**src/rtl/gpio_port_pkg.sv**
```systemverilog
package gpio_port_pkg;
  localparam int unsigned OFS_DIR    = 'h400;
  localparam int unsigned OFS_ALT    = 'h420;
  localparam int unsigned OFS_PULL   = 'h510;
  localparam int unsigned OFS_DEN    = 'h51C;
  localparam int unsigned OFS_COMMIT = 'h524;
  localparam int unsigned OFS_ANA    = 'h528;
  localparam int unsigned OFS_FULL   = 'h3FC;

  typedef enum logic [2:0] {
    SEL_NONE, SEL_DATA, SEL_DIR, SEL_ALT, SEL_PULL, SEL_DEN, SEL_COMMIT, SEL_ANA
  } reg_sel_e;
endpackage

```
**src/rtl/gpio_sync.sv**
```systemverilog
module gpio_sync #(
  parameter int WIDTH = 8
) (
  input  logic             clk,
  input  logic             rst,
  input  logic [WIDTH-1:0] d,
  output logic [WIDTH-1:0] q
);
  logic [WIDTH-1:0] stage1;

  always_ff @(posedge clk) begin
    if (rst) begin
      stage1 <= '0;
      q      <= '0;
    end else begin
      stage1 <= d;
      q      <= stage1;
    end
  end

  logic [1:0] since_rst;
  always_ff @(posedge clk) begin
    if (rst) since_rst <= '0;
    else if (since_rst != 2'd2) since_rst <= since_rst + 2'd1;
  end


  sync_two_cycle_chk: assert property (@(posedge clk) disable iff (rst)
    (since_rst == 2'd2) |-> (q == $past(d, 2)));
endmodule

```
**src/rtl/gpio_regfile.sv**
```systemverilog
module gpio_regfile
  import gpio_port_pkg::*;
#(
  parameter int WIDTH  = 8,
  parameter int ADDR_W = 12
) (
  input  logic              clk,
  input  logic              rst,
  input  logic [ADDR_W-1:0] addr,
  input  logic              we,
  input  logic [WIDTH-1:0]  wdata,
  input  logic [WIDTH-1:0]  in_sync,
  output logic [WIDTH-1:0]  rdata,
  output logic [WIDTH-1:0]  data_q,
  output logic [WIDTH-1:0]  dir_q,
  output logic [WIDTH-1:0]  alt_q,
  output logic [WIDTH-1:0]  pull_q,
  output logic [WIDTH-1:0]  den_q,
  output logic [WIDTH-1:0]  commit_q,
  output logic [WIDTH-1:0]  ana_q
);
  localparam int MASK_LSB = 2;
  localparam int WIN_MSB  = WIDTH + MASK_LSB;

  logic [ADDR_W-1:0] word;
  logic [WIDTH-1:0]  mask;
  logic              in_window;
  reg_sel_e          sel;
  logic [WIDTH-1:0]  port_val;
  logic [WIDTH-1:0]  rd_next;

  always_comb begin
    word      = {addr[ADDR_W-1:2], 2'b00};
    mask      = addr[MASK_LSB +: WIDTH];
    in_window = (addr[ADDR_W-1:WIN_MSB] == '0);
    if (in_window)                         sel = SEL_DATA;
    else if (word == ADDR_W'(OFS_DIR))     sel = SEL_DIR;
    else if (word == ADDR_W'(OFS_ALT))     sel = SEL_ALT;
    else if (word == ADDR_W'(OFS_PULL))    sel = SEL_PULL;
    else if (word == ADDR_W'(OFS_DEN))     sel = SEL_DEN;
    else if (word == ADDR_W'(OFS_COMMIT))  sel = SEL_COMMIT;
    else if (word == ADDR_W'(OFS_ANA))     sel = SEL_ANA;
    else                                   sel = SEL_NONE;
  end

  always_comb begin
    port_val = (dir_q & data_q) | (~dir_q & in_sync & den_q);
    unique case (sel)
      SEL_DATA:   rd_next = port_val & mask;
      SEL_DIR:    rd_next = dir_q;
      SEL_ALT:    rd_next = alt_q;
      SEL_PULL:   rd_next = pull_q;
      SEL_DEN:    rd_next = den_q;
      SEL_COMMIT: rd_next = commit_q;
      SEL_ANA:    rd_next = ana_q;
      default:    rd_next = '0;
    endcase
  end

  always_ff @(posedge clk) begin
    if (rst) begin
      rdata    <= '0;
      data_q   <= '0;
      dir_q    <= '0;
      alt_q    <= '0;
      pull_q   <= '0;
      den_q    <= '0;
      commit_q <= '1;
      ana_q    <= '0;
    end else begin
      rdata <= rd_next;
      if (we) begin
        unique case (sel)
          SEL_DATA:   data_q   <= (data_q & ~mask) | (wdata & mask);
          SEL_DIR:    dir_q    <= wdata;
          SEL_ALT:    alt_q    <= (alt_q  & ~commit_q) | (wdata & commit_q);
          SEL_PULL:   pull_q   <= (pull_q & ~commit_q) | (wdata & commit_q);
          SEL_DEN:    den_q    <= (den_q  & ~commit_q) | (wdata & commit_q);
          SEL_COMMIT: commit_q <= wdata;
          SEL_ANA:    ana_q    <= wdata;
          default:    ;
        endcase
      end
    end
  end


  unmasked_data_kept_chk: assert property (@(posedge clk) disable iff (rst)
    ((data_q ^ $past(data_q)) & ~($past(we && in_window) ? $past(mask) : '0)) == '0);


  full_window_write_chk: assert property (@(posedge clk) disable iff (rst)
    (we && word == ADDR_W'(OFS_FULL)) |=> (data_q == $past(wdata)));


  commit_gate_chk: assert property (@(posedge clk) disable iff (rst)
    (((alt_q ^ $past(alt_q)) | (pull_q ^ $past(pull_q)) | (den_q ^ $past(den_q)))
      & ~$past(commit_q)) == '0);


  unmapped_reads_zero_chk: assert property (@(posedge clk) disable iff (rst)
    (sel == SEL_NONE) |=> (rdata == '0));
endmodule

```
**src/rtl/gpio_pad_mux.sv**
```systemverilog
module gpio_pad_mux #(
  parameter int WIDTH = 8
) (
  input  logic [WIDTH-1:0] data_q,
  input  logic [WIDTH-1:0] dir_q,
  input  logic [WIDTH-1:0] alt_q,
  input  logic [WIDTH-1:0] den_q,
  input  logic [WIDTH-1:0] periph_out,
  input  logic [WIDTH-1:0] periph_oe,
  output logic [WIDTH-1:0] pad_out,
  output logic [WIDTH-1:0] pad_oe
);
  for (genvar i = 0; i < WIDTH; i++) begin : g_pin
    always_comb begin
      pad_out[i] = alt_q[i] ? periph_out[i] : data_q[i];
      pad_oe[i]  = den_q[i] & (alt_q[i] ? periph_oe[i] : dir_q[i]);
    end
  end
endmodule

```
**src/rtl/masked_gpio_port.sv**
```systemverilog
module masked_gpio_port #(
  parameter int WIDTH  = 8,
  parameter int ADDR_W = 12
) (
  input  logic              clk,
  input  logic              rst,
  input  logic [ADDR_W-1:0] bus_addr,
  input  logic              bus_we,
  input  logic [WIDTH-1:0]  bus_wdata,
  output logic [WIDTH-1:0]  bus_rdata,
  input  logic [WIDTH-1:0]  pad_in,
  output logic [WIDTH-1:0]  pad_out,
  output logic [WIDTH-1:0]  pad_oe,
  output logic [WIDTH-1:0]  pad_pull,
  output logic [WIDTH-1:0]  pad_ana,
  input  logic [WIDTH-1:0]  periph_out,
  input  logic [WIDTH-1:0]  periph_oe
);
  logic [WIDTH-1:0] in_sync, data_q, dir_q, alt_q, den_q, commit_q;

  gpio_sync #(.WIDTH(WIDTH)) u_sync (
    .clk(clk), .rst(rst), .d(pad_in), .q(in_sync)
  );

  gpio_regfile #(.WIDTH(WIDTH), .ADDR_W(ADDR_W)) u_regs (
    .clk(clk), .rst(rst), .addr(bus_addr), .we(bus_we), .wdata(bus_wdata),
    .in_sync(in_sync), .rdata(bus_rdata), .data_q(data_q), .dir_q(dir_q),
    .alt_q(alt_q), .pull_q(pad_pull), .den_q(den_q), .commit_q(commit_q),
    .ana_q(pad_ana)
  );

  gpio_pad_mux #(.WIDTH(WIDTH)) u_mux (
    .data_q(data_q), .dir_q(dir_q), .alt_q(alt_q), .den_q(den_q),
    .periph_out(periph_out), .periph_oe(periph_oe),
    .pad_out(pad_out), .pad_oe(pad_oe)
  );
endmodule

```
**config.mk**
```make
export PLATFORM = sky130hd
export DESIGN_NAME = masked_gpio_port
export DESIGN_NICKNAME = d
export VERILOG_FILES = /design/src/rtl/gpio_port_pkg.sv /design/src/rtl/gpio_sync.sv /design/src/rtl/gpio_regfile.sv /design/src/rtl/gpio_pad_mux.sv /design/src/rtl/masked_gpio_port.sv
export SDC_FILE = /design/constraint.sdc
export NUM_CORES = 1
export LEC_CHECK = 0
export BUFFER_PORTS_ARGS = -buffer_cell sky130_fd_sc_hd__buf_2
export CAP_MARGIN = 20
export CORE_MARGIN = 2
export CORE_UTILIZATION = 58
export CTS_CLUSTER_DIAMETER = 100
export DETAILED_ROUTE_END_ITERATION = 10
export PLACE_DENSITY = 0.95
export SLEW_MARGIN = 30
export SYNTH_ARGS = -nofsm -noshare
export SYNTH_HDL_FRONTEND = slang
export SYNTH_SLANG_ARGS = --single-unit
export TNS_END_PERCENT = 5
```
**constraint.sdc**
```tcl
create_clock -name clk -period 5.6 [get_ports clk]
set_input_delay 1.12 -clock clk [delete_from_list [all_inputs] [get_ports clk]]
set_output_delay 1.12 -clock clk [all_outputs]
set_load 0.02 [all_outputs]
```
==> out/qor.yml <==
io-pin-count: 87
timing.setup.critical_path_class: "input port to register"
synth.net_count: 449
cts_resized: 0
ys_seq_area_frac: 0.432
grt_pass1_wl_um: 16000
syn_to_final_growth_pct: 17.8
drcViolationCount: 0
achievable-frequency_ghz: 0.303
hold_buf_count_cts: 0
number_of_enable_type_register_cells_in_the_synthesized_netlist: 0
worstReg2RegEnd: "u_regs.rdata[5]$_SDFF_PP0_"
total_global_route_track_usage: 0.288
post-route-period-util: 0.590
post-place-cells: 540
synth_largest_type_area_fraction: 0.432
initialDrtViolationCount: 438
leakagePower_uw: 0.00186
grt_pass1_vias: 3403
clock_pin_slew_of_the_registers_on_the_worst_case_setup_and_hold_paths_ns: 0.08
skew_final_ns: 0.0133
postSynth.asyncResetShare: 0
ant_nets: 0
finalSetupViolations: 0
cts_htree_levels: 3
ys_dominant_reg_cell: "sky130_fd_sc_hd__dfxtp_1"
timing.final.crit_period_ns: 3.31
number_of_buffers_between_clock_root_and_the_deepest_sink: 2
worstHoldPathType: "register to register"
synthesis.yosys.warnings: 0
status: "complete, no violations"
antennaDiodeCount: 0
initial_core_util: 0.590
synth.ff_latch_count: 80
setup_repair_after_global_routing_missed_its_margin: "no"
peakVddDrop_v: 0.000207
die_w_um: 83.9
port_buffers: 84
worst_setup_sp_type: "input port"
grt_remaining_overflow: 0
timing.max_cap.violations: 0
layout.cell_area.non_filler_mm2: 0.00436
fin_setup_tns_ns: 0
dieHeight_um: 83.9
gp_congestion: 0.895
post_synth.cell_area_avg_um2: 9.22
yosysTopAreaCell: "sky130_fd_sc_hd__dfxtp_1"
worstPathRequired_ns: 5.83
post-dp-hpwl_um: 6610
timing.max_slew.rel_slack: 0.361
timing_hold_violations_final: 0
coreArea_mm2: 0.00628
grt_start_max_net_pins: 48
wire_per_inst_um: 18.0
row_count: 29
top_post_synthesis_cells_by_area: "sky130_fd_sc_hd__dfxtp_1 43%, sky130_fd_sc_hd__mux2i_1 13%, sky130_fd_sc_hd__nor2b_1 5.9%, sky130_fd_sc_hd__nor2_1 5.0%, sky130_fd_sc_hd__nand2_1 4.3%"
r2r_setup_slack_ns: 4.28
viasPerCell: 6.25
cts_buffers: 9
worstRegToRegCells: 4
crit_arrival_ns: 3.54
netlist-cell-type-count: 39
post_dp_cell_area_mm2: 0.00414
finish.cell_count_without_fillers: 556
critical_path.startpoint: "bus_addr[3]"
end_point_of_the_critical_path: "u_regs.dir_q[7]$_SDFFE_PP0P_"
design.die.area_mm2: 0.00704
tritoncts_sinks: 80
root_cell_of_the_clock_tree: "sky130_fd_sc_hd__clkbuf_8"
cellPowerDensity_mw_per_mm2: 265
syn-cell-area_mm2: 0.00370
worst_setup_path_end_kind: "register"
worstSkewPairLatency_ns: 0.37
total_wirelength_um: 9990
layout.nets: 521
synth_cells: 402
antenna_found_initial: 0
tritoncts_clock_tree: "built"
tightestPinTransition_ns: 0.957
power_uw: 1150
worstReg2RegStart: "u_regs.dir_q[5]$_SDFFE_PP0P_"
drt-pass1-iter-count: 5
slew_violations: 0
crit_fanout: 17
fraction_of_layout_cells_with_a_size_suffix_above_1: 0.242
via_count: 3474
post_cts_buffers: 0
==> where the power goes <==
group / switching, µW / leakage, µW / total (µW) / internal (µW)
combinational: 48.8 / 0.00110 / 73.7 / 24.9
clock: 206 / 0.000112 / 504 / 297
sequential: 2.23 / 0.000648 / 577 / 575
==> cells in the mapped netlist, types with 2 or more instances <==
cell type                   number
sky130_fd_sc_hd__a31oi_1         2
sky130_fd_sc_hd__buf_6           2
sky130_fd_sc_hd__nand2b_1        2
sky130_fd_sc_hd__buf_4           2
sky130_fd_sc_hd__a221oi_1        6
sky130_fd_sc_hd__o2bb2ai_1       8
sky130_fd_sc_hd__o21ai_0         8
sky130_fd_sc_hd__nand4_1        16
sky130_fd_sc_hd__mux2_2          8
sky130_fd_sc_hd__a211o_1         8
sky130_fd_sc_hd__nor4b_1         2
sky130_fd_sc_hd__a21oi_1        12
sky130_fd_sc_hd__a32o_1          6
sky130_fd_sc_hd__nand3b_1        2
sky130_fd_sc_hd__a22o_1          6
sky130_fd_sc_hd__nand2_1        42
sky130_fd_sc_hd__buf_1           3
sky130_fd_sc_hd__buf_2           3
sky130_fd_sc_hd__and2_1          2
sky130_fd_sc_hd__a22oi_1        11
sky130_fd_sc_hd__nor2b_1        35
sky130_fd_sc_hd__nand3_1         8
sky130_fd_sc_hd__mux2i_1        48
sky130_fd_sc_hd__clkbuf_1       17
sky130_fd_sc_hd__dfxtp_1        80
sky130_fd_sc_hd__nor2_1         49
sky130_fd_sc_hd__or3_1           2
==> routing by layer <==
layer	global-route usage	vias up	wire [µm]
met1	0.363	1613	3850
met2	0.454	243	4740
met4	0.150	0	301
met3	0.0742	34	1100
li1	-	1584	-
met5	0	-	0
==> per-stage QoR <==
step / hold WS [ns] / utilization / setup slack, ns
global placement: 0.418 / 0.659 / 2.06
CTS: 0.444 / 0.695 / 2.39
detailed placement: 0.426 / 0.659 / 2.02
finish: 0.445 / 0.695 / 2.29
floorplan: 0.414 / - / 2.83
global route: 0.456 / 0.695 / 2.18
==> cell type report <==
type / instances / area [µm²]
clock buffers: 13 / 139
clock inverters: 3 / 90.1
fillers: 456 / 1910
multi-input cells: 295 / 1990
flip-flops and latches: 80 / 1600
well taps: 77 / 96.3
repair buffers: 88 / 450
==> cells in the final DEF (no fill, tap or decap), types with 2 or more instances in the layout <==
cell                         n
sky130_fd_sc_hd__buf_2      84
sky130_fd_sc_hd__dfxtp_1    80
sky130_fd_sc_hd__nor2_1     49
sky130_fd_sc_hd__mux2i_1    48
sky130_fd_sc_hd__nand2_1    42
sky130_fd_sc_hd__nor2b_1    35
sky130_fd_sc_hd__nand4_1    16
sky130_fd_sc_hd__a21oi_1    12
sky130_fd_sc_hd__a22oi_1    11
sky130_fd_sc_hd__clkbuf_8    9
sky130_fd_sc_hd__mux2_2      8
sky130_fd_sc_hd__a211o_1     8
sky130_fd_sc_hd__nand3_1     8
sky130_fd_sc_hd__o21ai_0     8
sky130_fd_sc_hd__o2bb2ai_1   8
sky130_fd_sc_hd__a22o_1      6
sky130_fd_sc_hd__a32o_1      6
sky130_fd_sc_hd__a221oi_1    6
sky130_fd_sc_hd__clkbuf_1    4
sky130_fd_sc_hd__buf_4       4
sky130_fd_sc_hd__bufinv_16   3
sky130_fd_sc_hd__or3_1       2
sky130_fd_sc_hd__nand3b_1    2
sky130_fd_sc_hd__nand2b_1    2
sky130_fd_sc_hd__nor3_2      2
sky130_fd_sc_hd__and2_1      2
sky130_fd_sc_hd__a31oi_1     2
==> critical path, cell delays in order <==
cell,delay (ns)
sky130_fd_sc_hd__buf_2,0.15
sky130_fd_sc_hd__or4b_1,0.68
sky130_fd_sc_hd__nor4b_4,0.84
sky130_fd_sc_hd__nand2_1,0.48
sky130_fd_sc_hd__nand2_1,0.19
sky130_fd_sc_hd__a21oi_1,0.08
==> kinds of logic (layout without fill, tap and decap cells) <==
family	count (synthesis)	in the layout	synth area share
buffers and inverters	27	104	0.0344
and+or+nand+nor	169	169	0.238
DFF	80	80	0.432
AOI/OAI and AO/OA	70	70	0.141
muxes	56	56	0.154
==> worst min-delay path by stage <==
stage                                start                     end  slack, ns  cells after the start
5_1_grt        u_sync.stage1[3]$_SDFF_PP0_  u_sync.q[3]$_SDFF_PP0_       0.46                      1
2_1_floorplan  u_sync.stage1[0]$_SDFF_PP0_  u_sync.q[0]$_SDFF_PP0_       0.41                      1
3_3_place_gp   u_sync.stage1[5]$_SDFF_PP0_  u_sync.q[5]$_SDFF_PP0_       0.42                      1
6_report       u_sync.stage1[7]$_SDFF_PP0_  u_sync.q[7]$_SDFF_PP0_       0.44                      1
3_5_place_dp   u_sync.stage1[7]$_SDFF_PP0_  u_sync.q[7]$_SDFF_PP0_       0.43                      1
4_1_cts        u_sync.stage1[7]$_SDFF_PP0_  u_sync.q[7]$_SDFF_PP0_       0.44                      1
Power figures use the tool's default switching activity.
